`src/rtl/pic_pkg.sv`:
```
package pic_pkg;
    localparam int STAGE_LINES = 8;
    localparam int STAGE_IW    = $clog2(STAGE_LINES);
    localparam int TOTAL_LINES = 2 * STAGE_LINES;
    localparam int VEC_W       = 8;

    typedef struct packed {
        logic [TOTAL_LINES-1:0] pend;
        logic [STAGE_LINES-1:0] svc_pri;
        logic [STAGE_LINES-1:0] svc_sec;
        logic [TOTAL_LINES-1:0] mask;
        logic [VEC_W-1:0]       vec;
        logic                   vec_valid;
    } pic_state_t;
endpackage

```
`src/rtl/pic_edge_capture.sv`:
```
module pic_edge_capture #(
    parameter int WIDTH  = 16,
    parameter int STAGES = 2
) (
    input  logic             clk,
    input  logic             rst_n,
    input  logic [WIDTH-1:0] async_in,
    output logic [WIDTH-1:0] rise
);
    logic [WIDTH-1:0] sync_q [STAGES];
    logic [WIDTH-1:0] last_q;

    always_ff @(posedge clk) begin
        if (!rst_n) begin
            for (int k = 0; k < STAGES; k++) sync_q[k] <= '0;
            last_q <= '0;
        end else begin
            sync_q[0] <= async_in;
            for (int k = 1; k < STAGES; k++) sync_q[k] <= sync_q[k-1];
            last_q <= sync_q[STAGES-1];
        end
    end

    // one-cycle pulse on a low-to-high transition of the synchronized line
    assign rise = sync_q[STAGES-1] & ~last_q;
endmodule

```
`src/rtl/pic_prio_stage.sv`:
```
module pic_prio_stage #(
    parameter int N        = 8,
    parameter bit CASC_EN  = 1'b0,
    parameter int CASC_IDX = 2,
    localparam int IW      = $clog2(N)
) (
    input  logic [N-1:0]  req,
    input  logic [N-1:0]  svc,
    output logic          req_valid,
    output logic [IW-1:0] req_idx,
    output logic          svc_valid,
    output logic [IW-1:0] svc_idx,
    output logic          fire
);
    logic equal_ok;

    // lowest index wins in both scans
    always_comb begin
        req_valid = 1'b0;
        req_idx   = '0;
        svc_valid = 1'b0;
        svc_idx   = '0;
        for (int i = N - 1; i >= 0; i--) begin
            if (req[i]) begin
                req_valid = 1'b1;
                req_idx   = IW'(i);
            end
            if (svc[i]) begin
                svc_valid = 1'b1;
                svc_idx   = IW'(i);
            end
        end
    end

    // the cascade slot may pass an equal in-service slot: the lower stage
    // has already compared against its own in-service lines
    generate
        if (CASC_EN) begin : g_casc
            assign equal_ok = (req_idx == IW'(CASC_IDX)) && (svc_idx == req_idx);
        end else begin : g_plain
            assign equal_ok = 1'b0;
        end
    endgenerate

    assign fire = req_valid && (!svc_valid || (svc_idx > req_idx) || equal_ok);
endmodule

```
`src/rtl/pic_cascade_top.sv`:
```
module pic_cascade_top
    import pic_pkg::*;
#(
    parameter int          CASCADE_LINE = 2,
    parameter int          SYNC_STAGES  = 2,
    parameter logic [7:0]  PRI_BASE     = 8'h08,
    parameter logic [7:0]  SEC_BASE     = 8'h70
) (
    input  logic        clk,
    input  logic        rst_n,
    input  logic [15:0] irq_in,
    input  logic        mask_wr,
    input  logic [15:0] mask_wdata,
    input  logic        inta,
    input  logic        eoi,
    output logic        int_out,
    output logic [7:0]  vec_out,
    output logic        vec_valid
);
    localparam logic [STAGE_IW-1:0]    CASC_I    = STAGE_IW'(CASCADE_LINE);
    localparam logic [TOTAL_LINES-1:0] CASC_BIT  = TOTAL_LINES'(1) << CASCADE_LINE;
    localparam logic [VEC_W-1:0]       SPURIOUS  = PRI_BASE + VEC_W'(STAGE_LINES - 1);

    pic_state_t q, d;

    logic [TOTAL_LINES-1:0] rise;
    logic [STAGE_LINES-1:0] pri_req, sec_req;
    logic                   pri_rv, pri_sv, pri_fire;
    logic                   sec_rv, sec_sv, sec_fire;
    logic [STAGE_IW-1:0]    pri_ri, pri_si, sec_ri, sec_si;

    pic_edge_capture #(.WIDTH(TOTAL_LINES), .STAGES(SYNC_STAGES)) u_capture (
        .clk(clk), .rst_n(rst_n), .async_in(irq_in), .rise(rise)
    );

    assign sec_req = q.pend[TOTAL_LINES-1:STAGE_LINES] & ~q.mask[TOTAL_LINES-1:STAGE_LINES];

    pic_prio_stage #(.N(STAGE_LINES), .CASC_EN(1'b0), .CASC_IDX(CASCADE_LINE)) u_sec (
        .req(sec_req), .svc(q.svc_sec),
        .req_valid(sec_rv), .req_idx(sec_ri),
        .svc_valid(sec_sv), .svc_idx(sec_si), .fire(sec_fire)
    );

    always_comb begin
        pri_req               = q.pend[STAGE_LINES-1:0];
        pri_req[CASCADE_LINE] = sec_fire;
        pri_req               = pri_req & ~q.mask[STAGE_LINES-1:0];
    end

    pic_prio_stage #(.N(STAGE_LINES), .CASC_EN(1'b1), .CASC_IDX(CASCADE_LINE)) u_pri (
        .req(pri_req), .svc(q.svc_pri),
        .req_valid(pri_rv), .req_idx(pri_ri),
        .svc_valid(pri_sv), .svc_idx(pri_si), .fire(pri_fire)
    );

    always_comb begin
        d           = q;
        d.vec_valid = 1'b0;

        if (mask_wr) d.mask = mask_wdata;

        // non-specific end of interrupt: drop the top in-service line
        if (eoi && pri_sv) begin
            if (pri_si == CASC_I) begin
                if (sec_sv) begin
                    d.svc_sec[sec_si] = 1'b0;
                    if ((q.svc_sec & ~(STAGE_LINES'(1) << sec_si)) == '0)
                        d.svc_pri[CASCADE_LINE] = 1'b0;
                end else begin
                    d.svc_pri[CASCADE_LINE] = 1'b0;
                end
            end else begin
                d.svc_pri[pri_si] = 1'b0;
            end
        end

        // acknowledge: return a vector and move the winner into service
        if (inta) begin
            d.vec_valid = 1'b1;
            if (pri_fire) begin
                if (pri_ri == CASC_I) begin
                    d.vec                    = SEC_BASE + VEC_W'(sec_ri);
                    d.svc_sec[sec_ri]        = 1'b1;
                    d.svc_pri[CASCADE_LINE]  = 1'b1;
                    d.pend[{1'b1, sec_ri}]   = 1'b0;
                end else begin
                    d.vec                    = PRI_BASE + VEC_W'(pri_ri);
                    d.svc_pri[pri_ri]        = 1'b1;
                    d.pend[{1'b0, pri_ri}]   = 1'b0;
                end
            end else begin
                d.vec = SPURIOUS;
            end
        end

        // new edges are latched last so they are never lost to a clear
        d.pend = d.pend | (rise & ~CASC_BIT);
    end

    always_ff @(posedge clk) begin
        if (!rst_n) q <= '0;
        else        q <= d;
    end

    assign int_out   = pri_fire;
    assign vec_out   = q.vec;
    assign vec_valid = q.vec_valid;

    assert_int_has_source_R8: assert property (@(posedge clk) disable iff (!rst_n)
        int_out |-> ((q.pend & ~q.mask) != '0));

    assert_ack_gives_vector_R7: assert property (@(posedge clk) disable iff (!rst_n)
        inta |=> vec_valid);

    assert_ack_marks_service_R7: assert property (@(posedge clk) disable iff (!rst_n)
        (inta && int_out) |=> (q.svc_pri != '0));

    assert_cascade_slot_tracks_R11: assert property (@(posedge clk) disable iff (!rst_n)
        (q.svc_sec != '0) == q.svc_pri[CASCADE_LINE]);

    assert_spurious_vector_R12: assert property (@(posedge clk) disable iff (!rst_n)
        (inta && !int_out) |=> (vec_out == SPURIOUS));

    assert_cascade_input_idle_R3: assert property (@(posedge clk) disable iff (!rst_n)
        !q.pend[CASCADE_LINE]);

    assert_mask_blocks_slot_R10: assert property (@(posedge clk) disable iff (!rst_n)
        q.mask[CASCADE_LINE] |-> !(int_out && pri_ri == CASC_I));
endmodule

```
`config.mk`:
```
export PLATFORM = sky130hd
export DESIGN_NAME = pic_cascade_top
export DESIGN_NICKNAME = d
export VERILOG_FILES = /design/src/rtl/pic_pkg.sv /design/src/rtl/pic_edge_capture.sv /design/src/rtl/pic_prio_stage.sv /design/src/rtl/pic_cascade_top.sv
export SDC_FILE = /design/constraint.sdc
export NUM_CORES = 1
export LEC_CHECK = 0
export ABC_AREA = 0
export BUFFER_PORTS_ARGS = -buffer_cell sky130_fd_sc_hd__buf_2
export CORE_MARGIN = 8
export CORE_UTILIZATION = 36
export CTS_CLUSTER_SIZE = 16
export DETAILED_ROUTE_END_ITERATION = 7
export PLACE_DENSITY = 0.61
export SLEW_MARGIN = 40
export SYNTH_ARGS = -nofsm -noshare
export SYNTH_HDL_FRONTEND = slang
export SYNTH_SLANG_ARGS = --single-unit
```
`constraint.sdc`:
```
create_clock -name clk -period 10.95 [get_ports clk]
set_input_delay 0.5475 -clock clk [delete_from_list [all_inputs] [get_ports clk]]
set_output_delay 0.5475 -clock clk [all_outputs]
set_load 0.05 [all_outputs]
```
# Yosys cells after proc, flatten, opt, wreduce, memory -nomap -nowiden
# Memory sizes are Yosys's and may differ from the RTL's.
# Cells that the tools add are included.
# classes
add_sub_neg	2
order_cmp	14
n_eq_ne	3
shifts	1
mux	98
bitwise_logic	21
n_reduce_logical	16
# op_table
op	count
$mux 3	32
$mux 16	4
$mux 32	2
$and 16x16->16	3
$mux 1	45
$and 8x8->8	5
$mux 8	5
$not 8->8	5
$not 16->16	2
$demux 1 s3	6
$lt 3x4->1 const B	4
$not 8->16	1
$or 16x16->16	1
$or 8x8->8	2
$ge 3x1->1 const B	5
$logic_and 1x1->1	10
$mux 5	2
$add 7x3->8 const A	1
$logic_not 8->1	1
$shl 1x3->8 const A	1
$eq 3x2->1 const B	2
$gt 3x3->1	2
$add 4x3->5 const A	1
$lt 3x5->1 const B	1
7 further kinds	12
# totals
reg_bits	73
mem_bits_rw	32
input_bits	37
output_inout_bits	10
elab_cells	163
memories	1
# memory_table
name	depth	word_bits	rd	rd_ports_with_merged_regs	write_ports	line	source
u_capture.sync_q	2	16	2	0	2	pic_edge_capture.sv:10	logic [WIDTH-1:0] sync_q [STAGES];

# Logic depth before layout (Yosys ltp)
# logic_depth
word_depth	32
ltp_mapped	20
ltp_nobuf	18

# Hierarchy
# A second synthesis with hierarchy kept.
# hier_totals
cells_unflattened	450
area_unflattened_um2	4311.6
# by_module_without_submodules
module	n_inst	cells_per_inst	area_per_inst_um2	seq_area_each_um2
pic_cascade_top	1	253	2399.8	1061.0
pic_edge_capture	1	117	1405.1	960.9
pic_prio_stage at u_pri	1	41	255.2	0.0
pic_prio_stage at u_sec	1	39	251.5	0.0

# Worst setup path before layout
# Ideal clock, no wire load.
# synth_timing
kind	flip-flop to output port
from	register q[25] (netlist name)
to	output port int_out
t_arrival_ns	3.742
t_required_ns	10.403
setup_slack_ns	6.660
stages_incl_launch_ff	17
path_buffers	2
cell_sequence	dfxtp_1 > buf_6 > or4_4 > nor2_1 > ha_1 > a21oi_1 > o21ai_0 > a21o_2 > buf_6 > nand2_1 > nand3_1 > ha_1 > nand2_1 > o21ai_0 > a21o_1 > nand2_1 > a21oi_1
# synth_between
elab_chain_cells	12
word_cells_on_any_way	20
classes_between	order compare: 2; eq/ne: 2; mux: 8; bitwise: 1; reduce/logical: 7
# synth_lines
element	line	source
start: declaration	pic_cascade_top.sv:24	pic_state_t q, d;
start signal: assignment	pic_cascade_top.sv:101	if (!rst_n) q <= '0;
start signal: assignment	pic_cascade_top.sv:102	else q <= d;
$mux 3 / $mux 1 (equally long branches)	pic_prio_stage.sv:28	if (svc[i]) begin
$gt 3x3->1 / $logic_not 1->1 (equally long branches)	pic_prio_stage.sv:45	assign fire = req_valid && (!svc_valid || (svc_idx > req_idx) || equal_ok);
$logic_or 1x1->1 (*)	pic_prio_stage.sv:45	
$logic_and 1x1->1 (*)	pic_prio_stage.sv:45	
$and 8x8->8 (*)	pic_cascade_top.sv:47	pri_req = pri_req & ~q.mask[STAGE_LINES-1:0];
$mux 3 (3 in series)	pic_prio_stage.sv:24	if (req[i]) begin
$gt 3x3->1, or another cell as far along	pic_prio_stage.sv:45	
$logic_or 1x1->1 / $logic_and 1x1->1 (equally long branches)	pic_prio_stage.sv:45, pic_prio_stage.sv:39	
$logic_or 1x1->1	pic_prio_stage.sv:45	
$logic_and 1x1->1 (*)	pic_prio_stage.sv:45	
end: declaration	pic_cascade_top.sv:16	output logic int_out,
# Mark *: on every way between the ends. The rest lies on a longest branch, timed or not.

# Final worst setup path
# layout_timing
from	register q[20] (netlist name)
to	output port int_out
# layout_between
elab_chain_cells	17
word_cells_on_any_way	27
classes_between	order compare: 2; eq/ne: 2; mux: 14; bitwise: 3; reduce/logical: 6
# layout_lines
element	line	source
$not 8->8 (*)	pic_cascade_top.sv:36	assign sec_req = q.pend[TOTAL_LINES-1:STAGE_LINES] & ~q.mask[TOTAL_LINES-1:STAGE_LINES];
$and 8x8->8 (*)	pic_cascade_top.sv:36	
$mux 3 (4 in series)	pic_prio_stage.sv:24	
$gt 3x3->1	pic_prio_stage.sv:45	
$logic_or 1x1->1	pic_prio_stage.sv:45	
$logic_and 1x1->1 (*)	pic_prio_stage.sv:45	
$and 8x8->8 (*)	pic_cascade_top.sv:47	
$mux 3 (3 in series)	pic_prio_stage.sv:24	
$gt 3x3->1, or another cell as far along	pic_prio_stage.sv:45	
$logic_or 1x1->1 / $logic_and 1x1->1 (equally long branches)	pic_prio_stage.sv:45, pic_prio_stage.sv:39	
$logic_or 1x1->1	pic_prio_stage.sv:45	
$logic_and 1x1->1 (*)	pic_prio_stage.sv:45	
# Marked as above.

==> flow_summary.yaml <==
synth:
  yosys.cell_types.count: 56
  ys.flop_type: "sky130_fd_sc_hd__dfxtp_1"
  async_flop_share_pct: 0
  ys_ff_latch: 98
  mappedNetlistArea_mm2: 0.00417
  synthesis.yosys.warnings: 0
  yosysSeqAreaShare_pct: 47.0
  post-synth-top-area-cell: "sky130_fd_sc_hd__dfxtp_1"
  synth_top_cells_by_area: "sky130_fd_sc_hd__dfxtp_1 47%, sky130_fd_sc_hd__and2_1 7.3%, sky130_fd_sc_hd__nand2b_1 4.3%, sky130_fd_sc_hd__nor2b_1 4.2%, sky130_fd_sc_hd__mux2i_1 3.8%"
  number_of_synthesized_flops_with_an_enable_pin: 0
  netlist.area_leader.share_pct: 47.0
  gate_count_after_technology_mapping: 447
  synth_nets: 490
  synth_area_per_cell_um2: 9.33
critical_path:
  cpPeakStageDelay_ns: 0.44
  worst_setup_path_start_kind: "flip-flop"
  crit_path_end_kind: "primary output"
  timing.critical_path.fanout_max: 6
  reg2reg_depth: 17
  path_cells: "nand2b_1, nand2_1, nor3_1, nand2_1, ha_1, a21oi_1, o21ai_0, a21oi_1, o21ai_1, o21ai_0, ha_1, nand2_1, o21ai_0, a21o_1, nor2_1, a21oi_1, buf_2"
  timing.critical_path.arrival_ns: 4.31
  critPathTopFamily: "compound AO/OA/AOI/OAI gates"
  critical_path.n_buffers_inverters: 1
  critical_path_class: "flip-flop to primary output"
  worst-endpoint-required_ns: 10.40
  crit_slowest_cell: "sky130_fd_sc_hd__a21oi_1"
  worst-path-stages: 17
power:
  cellLeakagePower_uw: 0.00197
  internal_power_uw: 601
  cellPowerDensity_mw_per_mm2: 185
  pwr-share-clk_pct: 33.5
  ir_drop_uv: 96.0
  power_share_of_the_sequential_group_pct: 44.6
  switching_share_pct: 31.2
  total_power_after_layout_uw: 873
  pwr-share-comb_pct: 21.9
  sw_pwr_uw: 272
final_layout:
  layout_common_cells: "98 x sky130_fd_sc_hd__dfxtp_1, 49 x sky130_fd_sc_hd__and2_1, 44 x sky130_fd_sc_hd__buf_2, 29 x sky130_fd_sc_hd__nand2b_1, 28 x sky130_fd_sc_hd__nor2b_1"
  mostFrequentLayoutCell: "sky130_fd_sc_hd__dfxtp_1"
  layout.filler_cells: 1151
  num_antenna_cells: 0
  post_route_cells_drive_above_1_share_pct: 15.3
  instances_no_fill: 626
  final_nets: 521
  syn2layout_area_growth_pct: 13.1
die:
  die_area_mm2: 0.0153
  die_height_um: 124
  initial_core_util_pct: 36.7
  io_pins: 47
  core_region_area_mm2: 0.0114
  floorplan.die.width_um: 124
  row_count: 39
flow_run:
  cap_viol_max_count: 0
sta:
  hold_viol: 0
  final.min_clock_period_ns: 4.85
  worst_slew_margin_rel_pct: 55.4
  setup-tns-final_ns: 0
  min_period_over_period_pct: 44.3
  worstMarginPinSlew_ns: 0.664
  unrepaired_setup_endpoints_after_global_routing: "no"
  finalSetupViolCount: 0
  maxSlewViolCount: 0
  clock_skew_ns: 0.00822
  fmax_ghz: 0.206
cts:
  cts_buffers: 9
  cts_repair_resize_count: 0
  clock_tree_from_tritoncts: "built"
  cts_h_tree_depth: 3
  cts.path.max_buffers: 2
  clock-root-buffer: "sky130_fd_sc_hd__clkbuf_16"
  cts_setup_buffers: 0
  numClockSinks: 98
  clk-insertion-delay-late_ns: 0.34
  clk_pin_slew_worst_paths_ns: 0.07
  cts_hold_buffers: 0
drt:
  routed_wirelength_mm: 8.27
  drtIter0Drc: 175
  drc: 0
  vias: 3061
  route.detailed.vias_per_inst: 4.89
  wl_per_cell_um: 13.2
  drt_pass1_iterations: 4
  ant_nets: 0
global_route:
  initial_antenna_violation_count: 0
  grt_pass1_vias: 2897
  grt_first_pass_wirelength_mm: 13.9
  grt_start_max_net_pins: 104
  overall_fraction_of_global_route_tracks_in_use_pct: 11.4
  grt_remaining_overflow: 0
placed_design:
  place_inst: 609
  globalplace.congestion: 0.818
  post_detail_place_hpwl_mm: 6.07
  io_buffers: 44
worst_hold_path:
  worst_hold_path_type: "input pin to flip-flop"
  whs_path_depth: 2
outcome:
  status: "completed"
==> final timing paths <==
check	startpoint	end	slack, ns
setup reg to reg	q[20]	q[42]	6.37
hold / removal	irq_in[12]	u_capture.sync_q[0][12]	0.41
setup / recovery	q[20]	int_out	6.10
hold reg to reg	u_capture.sync_q[0][8]	u_capture.sync_q[0][24]	0.43
==> kinds of logic after synthesis <==
| kind of cell | after synthesis | synth area share (%) |
|---|---|---|
| adder cells (fa/ha/maj) | 9 | 2.55 |
| buffers and inverters | 36 | 4.62 |
| AND/OR/NAND/NOR | 186 | 25.5 |
| AO/OA/AOI/OAI | 101 | 16.4 |
| multiplexers | 16 | 3.84 |
| other | 1 | 0.0899 |
| flip-flops | 98 | 47.0 |
==> sequential cells by signal (all words and copies together) (netlist names) <==
name,flops
vec_out,5
q,47
u_capture.sync_q,30
vec_valid,1
u_capture.last_q,15
==> synthesized netlist by cell type, drive strengths merged, types with 3 or more instances <==
cell / number
or2: 3
a21o: 3
a31oi: 6
nand3: 11
nand2: 25
a21oi: 15
a21boi: 18
nand4: 7
nor2b: 28
a31o: 3
o21ai: 28
buf: 13
ha: 6
nand2b: 29
and3: 4
nor3: 4
mux2i: 16
and2: 49
inv: 10
dfxtp: 98
clkbuf: 13
maj3: 3
nor2: 17
a32o: 6
==> layer usage <==
layer | track usage (%) | wire length (µm) | vias up
li1 | - | - | 1609
met2 | 16.7 | 3630 | 67
met4 | 5.87 | 142 | 0
met5 | 0 | 0 | -
met3 | 2.67 | 381 | 8
met1 | 15.4 | 4120 | 1377
==> final cells by class <==
class | instances | area, µm² | area share, %
clock buffers | 10 | 229 | 4.85
multi-input cells | 313 | 2020 | 42.7
repair buffers | 46 | 248 | 5.25
well taps | 143 | 179 | 3.79
inverters | 10 | 37.5 | 0.795
flip-flops and latches | 98 | 1960 | 41.6
clock inverters | 6 | 47.5 | 1.01
==> per-stage QoR <==
stage               hold slack, ns  worst slack [ns]  util, %  area, µm²
floorplan                    0.412              6.66        -       4170
global placement             0.417              6.51     38.9       4420
detailed placement           0.418              6.47     38.9       4420
CTS                          0.390              6.12     41.3       4700
global route                 0.400              5.73     41.5       4720
finish                       0.411              6.10     41.5       4720
==> power groups by stage <==
stage / logic [µW] / registers, µW / clock network [µW]
after floorplan: 158 / 394 / 0
after global placement: 188 / 397 / 0
after detailed placement: 189 / 398 / 0
after CTS: 190 / 389 / 304
after global routing: 212 / 392 / 317
final: 191 / 389 / 293
Note: power is estimated with default switching activity, not from simulation.
